## src/rtl/lcd_fmt_pkg.sv

```systemverilog
package lcd_fmt_pkg;

   typedef enum logic [1:0] {
      COMP_R = 2'd0,
      COMP_G = 2'd1,
      COMP_B = 2'd2
   } comp_e;

   typedef enum logic [1:0] {
      DM_PASS = 2'd0,
      DM_INV  = 2'd1,
      DM_ZERO = 2'd2,
      DM_ONE  = 2'd3
   } dmode_e;

   // Component emitted at position pos (0..2) for a given order code.
   function automatic comp_e order_comp(input logic [2:0] code, input logic [1:0] pos);
      comp_e c0, c1, c2;
      case (code)
         3'b001:  begin c0 = COMP_G; c1 = COMP_B; c2 = COMP_R; end
         3'b010:  begin c0 = COMP_B; c1 = COMP_R; c2 = COMP_G; end
         3'b101:  begin c0 = COMP_R; c1 = COMP_B; c2 = COMP_G; end
         3'b110:  begin c0 = COMP_G; c1 = COMP_R; c2 = COMP_B; end
         3'b111:  begin c0 = COMP_B; c1 = COMP_G; c2 = COMP_R; end
         default: begin c0 = COMP_R; c1 = COMP_G; c2 = COMP_B; end
      endcase
      case (pos)
         2'd0:    return c0;
         2'd1:    return c1;
         default: return c2;
      endcase
   endfunction

endpackage

```

## src/rtl/lcd_fmt_regs.sv

```systemverilog
module lcd_fmt_regs #(
   parameter int ADDR_W    = 8,
   parameter int DATA_W    = 8,
   parameter int CTRL_ADDR = 1
) (
   input  logic              clk,
   input  logic              rst_n,
   input  logic              we,
   input  logic [ADDR_W-1:0] addr,
   input  logic [DATA_W-1:0] wdata,
   input  logic              frame_start,
   output logic              rd_on,
   output logic              disp_lvl,
   output logic [2:0]        order_act,
   output logic [1:0]        mode_act
);
   localparam int ORD_LSB  = 5;
   localparam int MODE_LSB = 2;
   localparam logic [ADDR_W-1:0] HIT_ADDR = ADDR_W'(CTRL_ADDR);

   logic [2:0] order_pend;
   logic [1:0] mode_pend;
   logic       hit;
   logic       unused_wdata;

   assign hit          = we && (addr == HIT_ADDR);
   assign unused_wdata = ^wdata;

   always_ff @(posedge clk) begin
      if (!rst_n) begin
         order_pend <= '0;
         mode_pend  <= '0;
         rd_on      <= 1'b0;
         disp_lvl   <= 1'b0;
         order_act  <= '0;
         mode_act   <= '0;
      end else begin
         if (hit) begin
            order_pend <= wdata[ORD_LSB+:3];
            mode_pend  <= wdata[MODE_LSB+:2];
            rd_on      <= wdata[1];
            disp_lvl   <= wdata[0];
         end
         if (frame_start) begin
            order_act <= order_pend;
            mode_act  <= mode_pend;
         end
      end
   end
endmodule

```

## src/rtl/lcd_fmt_seq.sv

```systemverilog
module lcd_fmt_seq #(
   parameter int NCOMP = 3
) (
   input  logic       clk,
   input  logic       rst_n,
   input  logic       rd_on,
   input  logic       fseq,
   input  logic       frame_start,
   input  logic       pix_valid,
   output logic       pix_ready,
   output logic       busy,
   output logic [1:0] comp_pos
);
   localparam logic [1:0] LAST = 2'(NCOMP - 1);

   logic [1:0] beat;
   logic [1:0] slot;
   logic       accept;
   logic       last_beat;

   assign pix_ready = rd_on && !busy;
   assign accept    = pix_valid && pix_ready;
   assign last_beat = fseq || (beat == LAST);
   assign comp_pos  = fseq ? slot : beat;

   always_ff @(posedge clk) begin
      if (!rst_n) begin
         busy <= 1'b0;
         beat <= '0;
      end else if (!rd_on) begin
         busy <= 1'b0;
         beat <= '0;
      end else if (accept) begin
         busy <= 1'b1;
         beat <= '0;
      end else if (busy) begin
         if (last_beat) busy <= 1'b0;
         else           beat <= beat + 2'd1;
      end
   end

   // Frame slot rests on LAST outside frame-sequential mode, so the
   // first frame start in that mode lands on position 0.
   always_ff @(posedge clk) begin
      if (!rst_n || !fseq)  slot <= LAST;
      else if (frame_start) slot <= (slot == LAST) ? 2'd0 : slot + 2'd1;
   end
endmodule

```

## src/rtl/lcd_fmt_dmode.sv

```systemverilog
module lcd_fmt_dmode
   import lcd_fmt_pkg::*;
#(
   parameter int W = 8
) (
   input  logic [W-1:0] din,
   input  dmode_e       mode,
   output logic [W-1:0] dout
);
   for (genvar i = 0; i < W; i++) begin : g_bit
      assign dout[i] = (mode == DM_PASS) ?  din[i] :
                       (mode == DM_INV)  ? ~din[i] :
                       (mode == DM_ONE);
   end
endmodule

```

## src/rtl/lcd_subpx_fmt.sv

```systemverilog
module lcd_subpx_fmt
   import lcd_fmt_pkg::*;
#(
   parameter int COMP_W    = 8,
   parameter int ADDR_W    = 8,
   parameter int DATA_W    = 8,
   parameter int CTRL_ADDR = 1
) (
   input  logic              clk,
   input  logic              rst_n,
   input  logic              reg_we,
   input  logic [ADDR_W-1:0] reg_addr,
   input  logic [DATA_W-1:0] reg_wdata,
   input  logic              frame_start,
   input  logic              fseq_mode,
   input  logic              pix_valid,
   input  logic [COMP_W-1:0] pix_r,
   input  logic [COMP_W-1:0] pix_g,
   input  logic [COMP_W-1:0] pix_b,
   output logic              pix_ready,
   output logic              out_valid,
   output logic [COMP_W-1:0] out_data,
   output logic              rd_en,
   output logic              disp,
   input  logic              tm_shift,
   input  logic              tm_latch,
   input  logic              tm_frame,
   output logic              lcd_shift,
   output logic              lcd_latch,
   output logic              lcd_frame
);
   localparam int NCOMP = 3;

   if (COMP_W < 1)                       begin : g_bad_comp  $error("COMP_W must be at least 1"); end
   if (DATA_W < 8)                       begin : g_bad_data  $error("DATA_W must be at least 8"); end
   if (ADDR_W < 1 || CTRL_ADDR >= (1 << ADDR_W))
                                         begin : g_bad_addr  $error("CTRL_ADDR does not fit ADDR_W"); end

   logic              rd_on;
   logic              disp_lvl;
   logic [2:0]        order_act;
   logic [1:0]        mode_act;
   logic              busy;
   logic [1:0]        comp_pos;
   logic [COMP_W-1:0] hold_r, hold_g, hold_b;
   logic [COMP_W-1:0] sel_data, dm_data;
   comp_e             comp;

   lcd_fmt_regs #(
      .ADDR_W(ADDR_W), .DATA_W(DATA_W), .CTRL_ADDR(CTRL_ADDR)
   ) u_regs (
      .clk(clk), .rst_n(rst_n), .we(reg_we), .addr(reg_addr), .wdata(reg_wdata),
      .frame_start(frame_start), .rd_on(rd_on), .disp_lvl(disp_lvl),
      .order_act(order_act), .mode_act(mode_act)
   );

   lcd_fmt_seq #(.NCOMP(NCOMP)) u_seq (
      .clk(clk), .rst_n(rst_n), .rd_on(rd_on), .fseq(fseq_mode),
      .frame_start(frame_start), .pix_valid(pix_valid), .pix_ready(pix_ready),
      .busy(busy), .comp_pos(comp_pos)
   );

   always_ff @(posedge clk) begin
      if (!rst_n) begin
         hold_r <= '0;
         hold_g <= '0;
         hold_b <= '0;
      end else if (pix_valid && pix_ready) begin
         hold_r <= pix_r;
         hold_g <= pix_g;
         hold_b <= pix_b;
      end
   end

   assign comp = order_comp(order_act, comp_pos);

   always_comb begin
      case (comp)
         COMP_R:  sel_data = hold_r;
         COMP_G:  sel_data = hold_g;
         default: sel_data = hold_b;
      endcase
   end

   lcd_fmt_dmode #(.W(COMP_W)) u_dmode (
      .din(sel_data), .mode(dmode_e'(mode_act)), .dout(dm_data)
   );

   assign out_valid = busy && rd_on;
   assign out_data  = out_valid ? dm_data : '0;
   assign rd_en     = rd_on;
   assign disp      = disp_lvl;
   assign lcd_shift = tm_shift && rd_on;
   assign lcd_latch = tm_latch && rd_on;
   assign lcd_frame = tm_frame && rd_on;
endmodule

```

## config.mk

```make
export PLATFORM = sky130hd
export DESIGN_NAME = lcd_subpx_fmt
export DESIGN_NICKNAME = d
export VERILOG_FILES = /design/src/rtl/lcd_fmt_pkg.sv /design/src/rtl/lcd_fmt_regs.sv /design/src/rtl/lcd_fmt_seq.sv /design/src/rtl/lcd_fmt_dmode.sv /design/src/rtl/lcd_subpx_fmt.sv
export SDC_FILE = /design/constraint.sdc
export NUM_CORES = 1
export LEC_CHECK = 0
export ABC_AREA = 0
export BUFFER_PORTS_ARGS = -buffer_cell sky130_fd_sc_hd__clkbuf_2
export CORE_MARGIN = 2
export CORE_UTILIZATION = 56
export DETAILED_ROUTE_END_ITERATION = 6
export PLACE_DENSITY = 0.9
export SLEW_MARGIN = 20
export SYNTH_ARGS = -nofsm -noshare
export SYNTH_HDL_FRONTEND = slang
export SYNTH_HIERARCHICAL = 1
export SYNTH_SLANG_ARGS = --single-unit
```

## constraint.sdc

```tcl
create_clock -name clk -period 6.15 [get_ports clk]
set_input_delay 0.615 -clock clk [delete_from_list [all_inputs] [get_ports clk]]
set_output_delay 0.615 -clock clk [all_outputs]
set_load 0.05 [all_outputs]
```

# ---- Word-level counts from Yosys, hierarchy flattened
# Index checks and enable logic that the tools add are counted.
dict set report word_totals {
  out_inout_bits 15
  word_cells 88
  inputBits 49
  register_bits 41
}
dict set report classes {
  mux 27
  reduce_logical 24
  eq_ne 12
  bitwise 11
  n_addsub 2
}
# operator count
set op_table {}
lappend op_table {{1-bit 2-to-1 mux} 19}
lappend op_table {{2-bit case mux with 2 select lines} 4}
lappend op_table {{8-bit case mux with 2 select lines} 1}
lappend op_table {{2-bit OR reduction} 6}
lappend op_table {{1-bit inverter} 11}
lappend op_table {{3-bit equality test (second input constant)} 3}
lappend op_table {{8-bit by 1-bit equality test with 1-bit output (second input constant)} 1}
lappend op_table {{8-bit 2-to-1 mux} 1}
lappend op_table {{1-bit logical AND} 7}
lappend op_table {{2-bit by 1-bit equality test with 1-bit output (second input constant)} 3}
lappend op_table {{2-bit equality test (second input constant)} 3}
lappend op_table {{2-bit zero test} 3}
lappend op_table {{2-bit by 1-bit adder with 2-bit output (second input constant)} 2}
lappend op_table {{2-bit 2-to-1 mux} 2}
lappend op_table {{2-bit AND reduction} 2}
lappend op_table {{3-bit by 1-bit equality test with 1-bit output (second input constant)} 1}
lappend op_table {{3-bit by 2-bit equality test with 1-bit output (second input constant)} 1}
lappend op_table {{1-bit zero test} 3}
lappend op_table {{3-bit OR reduction} 1}
lappend op_table {{1-bit logical OR} 2}

# ---- Depth between registers and ports, before layout
dict set report logic_depth {
  ltp_word 10
  ltp_mapped 10
  mapped_depth_nobuf 9
}

# ---- Modules after synthesis
# The synthesis kept the hierarchy.
# mod instances seq_area_each_um2 area_each_um2 cells_each
set modules_own_cells {}
lappend modules_own_cells {lcd_subpx_fmt 1 480.5 1338.8 167}
lappend modules_own_cells {lcd_fmt_regs 1 240.2 499.2 49}
lappend modules_own_cells {lcd_fmt_seq 1 100.1 259.0 27}
lappend modules_own_cells {lcd_fmt_dmode 1 0.0 135.1 17}

# ---- Worst setup path before layout
# Ideal clock, no wire load.
dict set report synth_timing {
  path_type {input-to-output}
  from {input port fseq_mode}
  to {output port out_data[0]}
  path_stages 8
  arrival_ps 2679
  n_path_buf 0
  t_required_ps 5535
  slack_ps 2856
  cell_sequence {o21ai_0 -> or2b_1 -> o221ai_1 -> o2bb2ai_2 -> a221o_1 -> nand2b_4 -> xnor2_1 -> and3_1}
}
dict set report synth_between {
  elab_chain_cells 9
  elab_cells_between_ends 11
  cone_classes {2 x eq/ne; 6 x mux; 1 x bitwise; 2 x reduce/logical}
}
# item line_no
set synth_lines {}
lappend synth_lines {{start: declaration} lcd_subpx_fmt.sv:15} ;# input logic fseq_mode,
lappend synth_lines {{2-bit 2-to-1 mux *} lcd_fmt_seq.sv:24} ;# assign comp_pos = fseq ? slot : beat;
lappend synth_lines {{2-bit by 1-bit equality test with 1-bit output / 2-bit zero test (equally long branches)} lcd_fmt_pkg.sv:27} ;# case (pos)
lappend synth_lines {{2-bit case mux with 2 select lines *} lcd_fmt_pkg.sv:27}
lappend synth_lines {{2-bit by 1-bit equality test with 1-bit output / 2-bit zero test (equally long branches)} lcd_subpx_fmt.sv:78} ;# case (comp)
lappend synth_lines {{8-bit case mux with 2 select lines *} lcd_subpx_fmt.sv:78}
lappend synth_lines {{via sel_data[0]} lcd_subpx_fmt.sv:46} ;# logic [COMP_W-1:0] sel_data, dm_data;
lappend synth_lines {{1-bit inverter} lcd_fmt_dmode.sv:12} ;# (mode == DM_INV) ? ~din[i] :
lappend synth_lines {{1-bit 2-to-1 mux} lcd_fmt_dmode.sv:12}
lappend synth_lines {{1-bit 2-to-1 mux *} lcd_fmt_dmode.sv:11} ;# assign dout[i] = (mode == DM_PASS) ? din[i] :
lappend synth_lines {{via dm_data[0]} lcd_subpx_fmt.sv:46}
lappend synth_lines {{8-bit 2-to-1 mux *} lcd_subpx_fmt.sv:90} ;# assign out_data = out_valid ? dm_data : '0;
lappend synth_lines {{end: declaration} lcd_subpx_fmt.sv:22} ;# output logic [COMP_W-1:0] out_data,
# The timed path passes the listed nets; every way through them passes the cells marked *.

# ---- Final worst setup path
dict set report layout_timing {
  from {input port fseq_mode}
  to {output port out_data[0]}
}
dict set report layout_between {
  elab_chain_cells 9
  elab_cells_between_ends 11
  cone_classes {2 x eq/ne; 6 x mux; 1 x bitwise; 2 x reduce/logical}
}
# item line_no
set layout_lines {}
lappend layout_lines {{2-bit 2-to-1 mux *} lcd_fmt_seq.sv:24}
lappend layout_lines {{via comp_pos[0]} lcd_subpx_fmt.sv:44} ;# logic [1:0] comp_pos;
lappend layout_lines {{2-bit by 1-bit equality test with 1-bit output / 2-bit zero test (equally long branches)} lcd_fmt_pkg.sv:27}
lappend layout_lines {{2-bit case mux with 2 select lines *} lcd_fmt_pkg.sv:27}
lappend layout_lines {{2-bit by 1-bit equality test with 1-bit output / 2-bit zero test (equally long branches)} lcd_subpx_fmt.sv:78}
lappend layout_lines {{8-bit case mux with 2 select lines *} lcd_subpx_fmt.sv:78}
lappend layout_lines {{via sel_data[0]} lcd_subpx_fmt.sv:46}
lappend layout_lines {{1-bit inverter} lcd_fmt_dmode.sv:12}
lappend layout_lines {{1-bit 2-to-1 mux} lcd_fmt_dmode.sv:12}
lappend layout_lines {{1-bit 2-to-1 mux *} lcd_fmt_dmode.sv:11}
lappend layout_lines {{via dm_data[0]} lcd_subpx_fmt.sv:46}
lappend layout_lines {{8-bit 2-to-1 mux *} lcd_subpx_fmt.sv:90}
# Marked as above.

==> impl_metrics.json <==
{
  "outcome": "finished, final reports clean",
  "number_of_remaining_drc_errors": 0,
  "clock.fmax_mhz": 264,
  "timing.max_cap.violations": 0,
  "rsz0062_at_grt": "false",
  "overflow": 0,
  "postCtsHoldBufs": 0,
  "die_width_um": 67.1,
  "clock_skew_ps": 5.93,
  "place.detailed.hpwl_um": 3350,
  "post_synth_num_cell_types": 44,
  "via_per_inst": 5.28,
  "slew_viol_final": 0,
  "criticalPathCategory": "input port to output pin",
  "synth_seq_area_share": 0.368,
  "tritoncts.num_buffers": 5,
  "fin_ws_ps": 2370,
  "synth.top_cells.by_area": "dfxtp_1, nand2_1, a21boi_0, mux2i_1, a221o_1",
  "netlist_top_cells_count": "nand2_1, dfxtp_1, a21boi_0",
  "yosysWarningCount": 6,
  "final-hold-violation-count": 0,
  "crit_arrival_ps": 3170,
  "core_mm2": 0.00374,
  "synth-seq-cells": 41,
  "rows": 22,
  "hold_path_class": "flip-flop to flip-flop",
  "post-place-ws_ps": 2390,
  "critical_path_peak_fanout": 8,
  "grt_first_pass_wirelength_um": 7710,
  "clk_slew_on_worst_s_h_paths_ps": 70,
  "cts_sinks": 41,
  "drtIter0Drc": 60,
  "synth.most_common_cell": "nand2_1",
  "synth_top_cell_area_share": 0.368,
  "tns_ps": 0,
  "cts_resized": 0,
  "fp.dieH_um": 67.1,
  "synthesis.instances": 260,
  "slew_headroom": 0.433,
  "min_period_ps": 3780,
  "ioPinCount": 64,
  "postSynthAreaPerCell_um2": 8.59,
  "post_synthesis_async_set_or_reset_flop_share": 0,
  "routedWlPerCell_um": 12.7,
  "synth_largest_area_cell": "dfxtp_1",
  "cts-root-buf": "clkbuf_8",
  "antennaDiodeCount": 0,
  "grt_util_all_layers": 0.227,
  "leakage_nw": 1.02,
  "dieArea_mm2": 0.00451,
  "setup-violations-final": 0,
  "syn_area_mm2": 0.00223,
  "synth_edf_count": 0,
  "drt_first_pass_iters": 4,
  "synthToLayoutAreaGrowth_pct": 16.4,
  "cts_htree_levels": 2,
  "crit_path_end_kind": "output pin",
  "post_route_cells_drive_above_1_share": 0.261,
  "grt_start_max_net_pins": 48,
  "cts_max_path_buffers": 2,
  "nNetsFinal": 363,
  "startpoint_type": "input port",
  "number_of_global_route_vias_before_repair": 1809,
  "layout.core_utilization": 0.694,
  "synth_ff_type": "dfxtp_1",
  "timing_worst_slew_pin_value_ps": 841,
  "worstPathRequired_ps": 5530,
  "vdd_drop_max_mv": 0.129,
  "worst_skew_pair.late_latency_ps": 290,
  "initial_cell_density_of_the_core": 0.596,
  "postRouteAntennaNets": 0,
  "syn-num-nets": 310,
  "seq_area_um2": 821,
  "multi_input_comb_area_mm2": 0.00128,
  "period_share": 0.615,
  "tritoncts_clock_tree": "done",
  "io_buffers": 62,
  "final-instance-count-excl-fill": 362,
  "place_congestion": 0.822,
  "placed_cells_incl_taps": 354,
  "detail_route.wirelength_um": 4610,
  "power_per_cell_area_mw_per_mm2": 180,
  "grt_antenna_before_repair": 0,
  "post-cts-setup-buffer-count": 0,
  "final.fill_count": 328,
  "via_count": 1912,
  "final.hold.worst_slack_ps": 456
}
[critical path: stages]
cell and delay [ps]:
clkbuf_2 140, o21ai_0 680, or2b_1 320, o221ai_1 250, o2bb2ai_2 260, a221o_1 260
nand2b_4 60, xnor2_1 120, and3_1 180, clkbuf_2 280
[cell type report]
class,instances,share of cell area
Clock buffer,8,0.0308
Multi-Input combinational cell,191,0.494
Tap cell,48,0.0231
Inverter,12,0.0173
Timing Repair Buffer,62,0.119
Sequential cell,41,0.316
[metal layers]
layer,track usage,vias to the layer above,part of all wire,routed length [µm]
met5,0,-,0,0
met4,0.115,0,0.020,91
met3,0.0433,11,0.049,227
met2,0.384,50,0.49,2250
met1,0.274,861,0.44,2040
li1,-,990,-,-
[cells by family (layout without fill, tap and decap cells)]
group / count (synthesis) / in the layout / share of synthesized area
compound gates: 51 / 51 / 0.186
flops: 41 / 41 / 0.368
mux: 16 / 16 / 0.0723
fa+ha+maj: 1 / 1 / 0.00560
xor+xnor: 11 / 11 / 0.0432
simple gates: 112 / 112 / 0.267
buf+inv: 28 / 82 / 0.0577
[final timing paths]
kind	from	depth (start not counted)	to	slack, ps
worst max-delay path	fseq_mode	10	out_data[0]	2370
worst min-delay path	u_regs/mode_pend[0]	2	u_regs/mode_pend[0]	460
worst max register to register	u_regs/rd_on	4	hold_g[3]	4210
worst min register to register	u_regs/mode_pend[0]	2	u_regs/mode_pend[0]	460
[flip-flops by register name, indices dropped and copies added, names as in the netlist, 2 cells and up]
register	cells
u_regs/order_pend	3
u_regs/mode_pend	2
hold_b	8
u_seq/slot	2
u_regs/order_act	3
u_regs/mode_act	2
u_seq/beat	2
hold_g	8
hold_r	8
[metrics by stage]
stage          power (mW)  cell area, µm²
2_1_floorplan       0.289            2230
3_3_place_gp        0.306            2520
3_5_place_dp        0.306            2520
4_1_cts             0.472            2600
5_1_grt             0.487            2600
6_report            0.468            2600
[placed cells by master, fill, tap and decap left out, drive strengths merged, types with 3 or more instances in the layout]
master and instances:
a31oi 8, a221o 8, clkbuf 70, nor2b 7, xnor2 9, o21ai 3, nand2 66, and3 10
nand2b 11, dfxtp 41, inv 12, a21boi 24, mux2i 15, and2 5
[power breakdown]
group	leakage [nW]	switching, mW	internal [mW]
Combinational	0.647	0.0161	0.0180
Clock	0.0395	0.0873	0.0806
Sequential	0.330	0.000364	0.266
Total	1.02	0.104	0.364
Note: power is estimated with default switching activity, not from simulation.
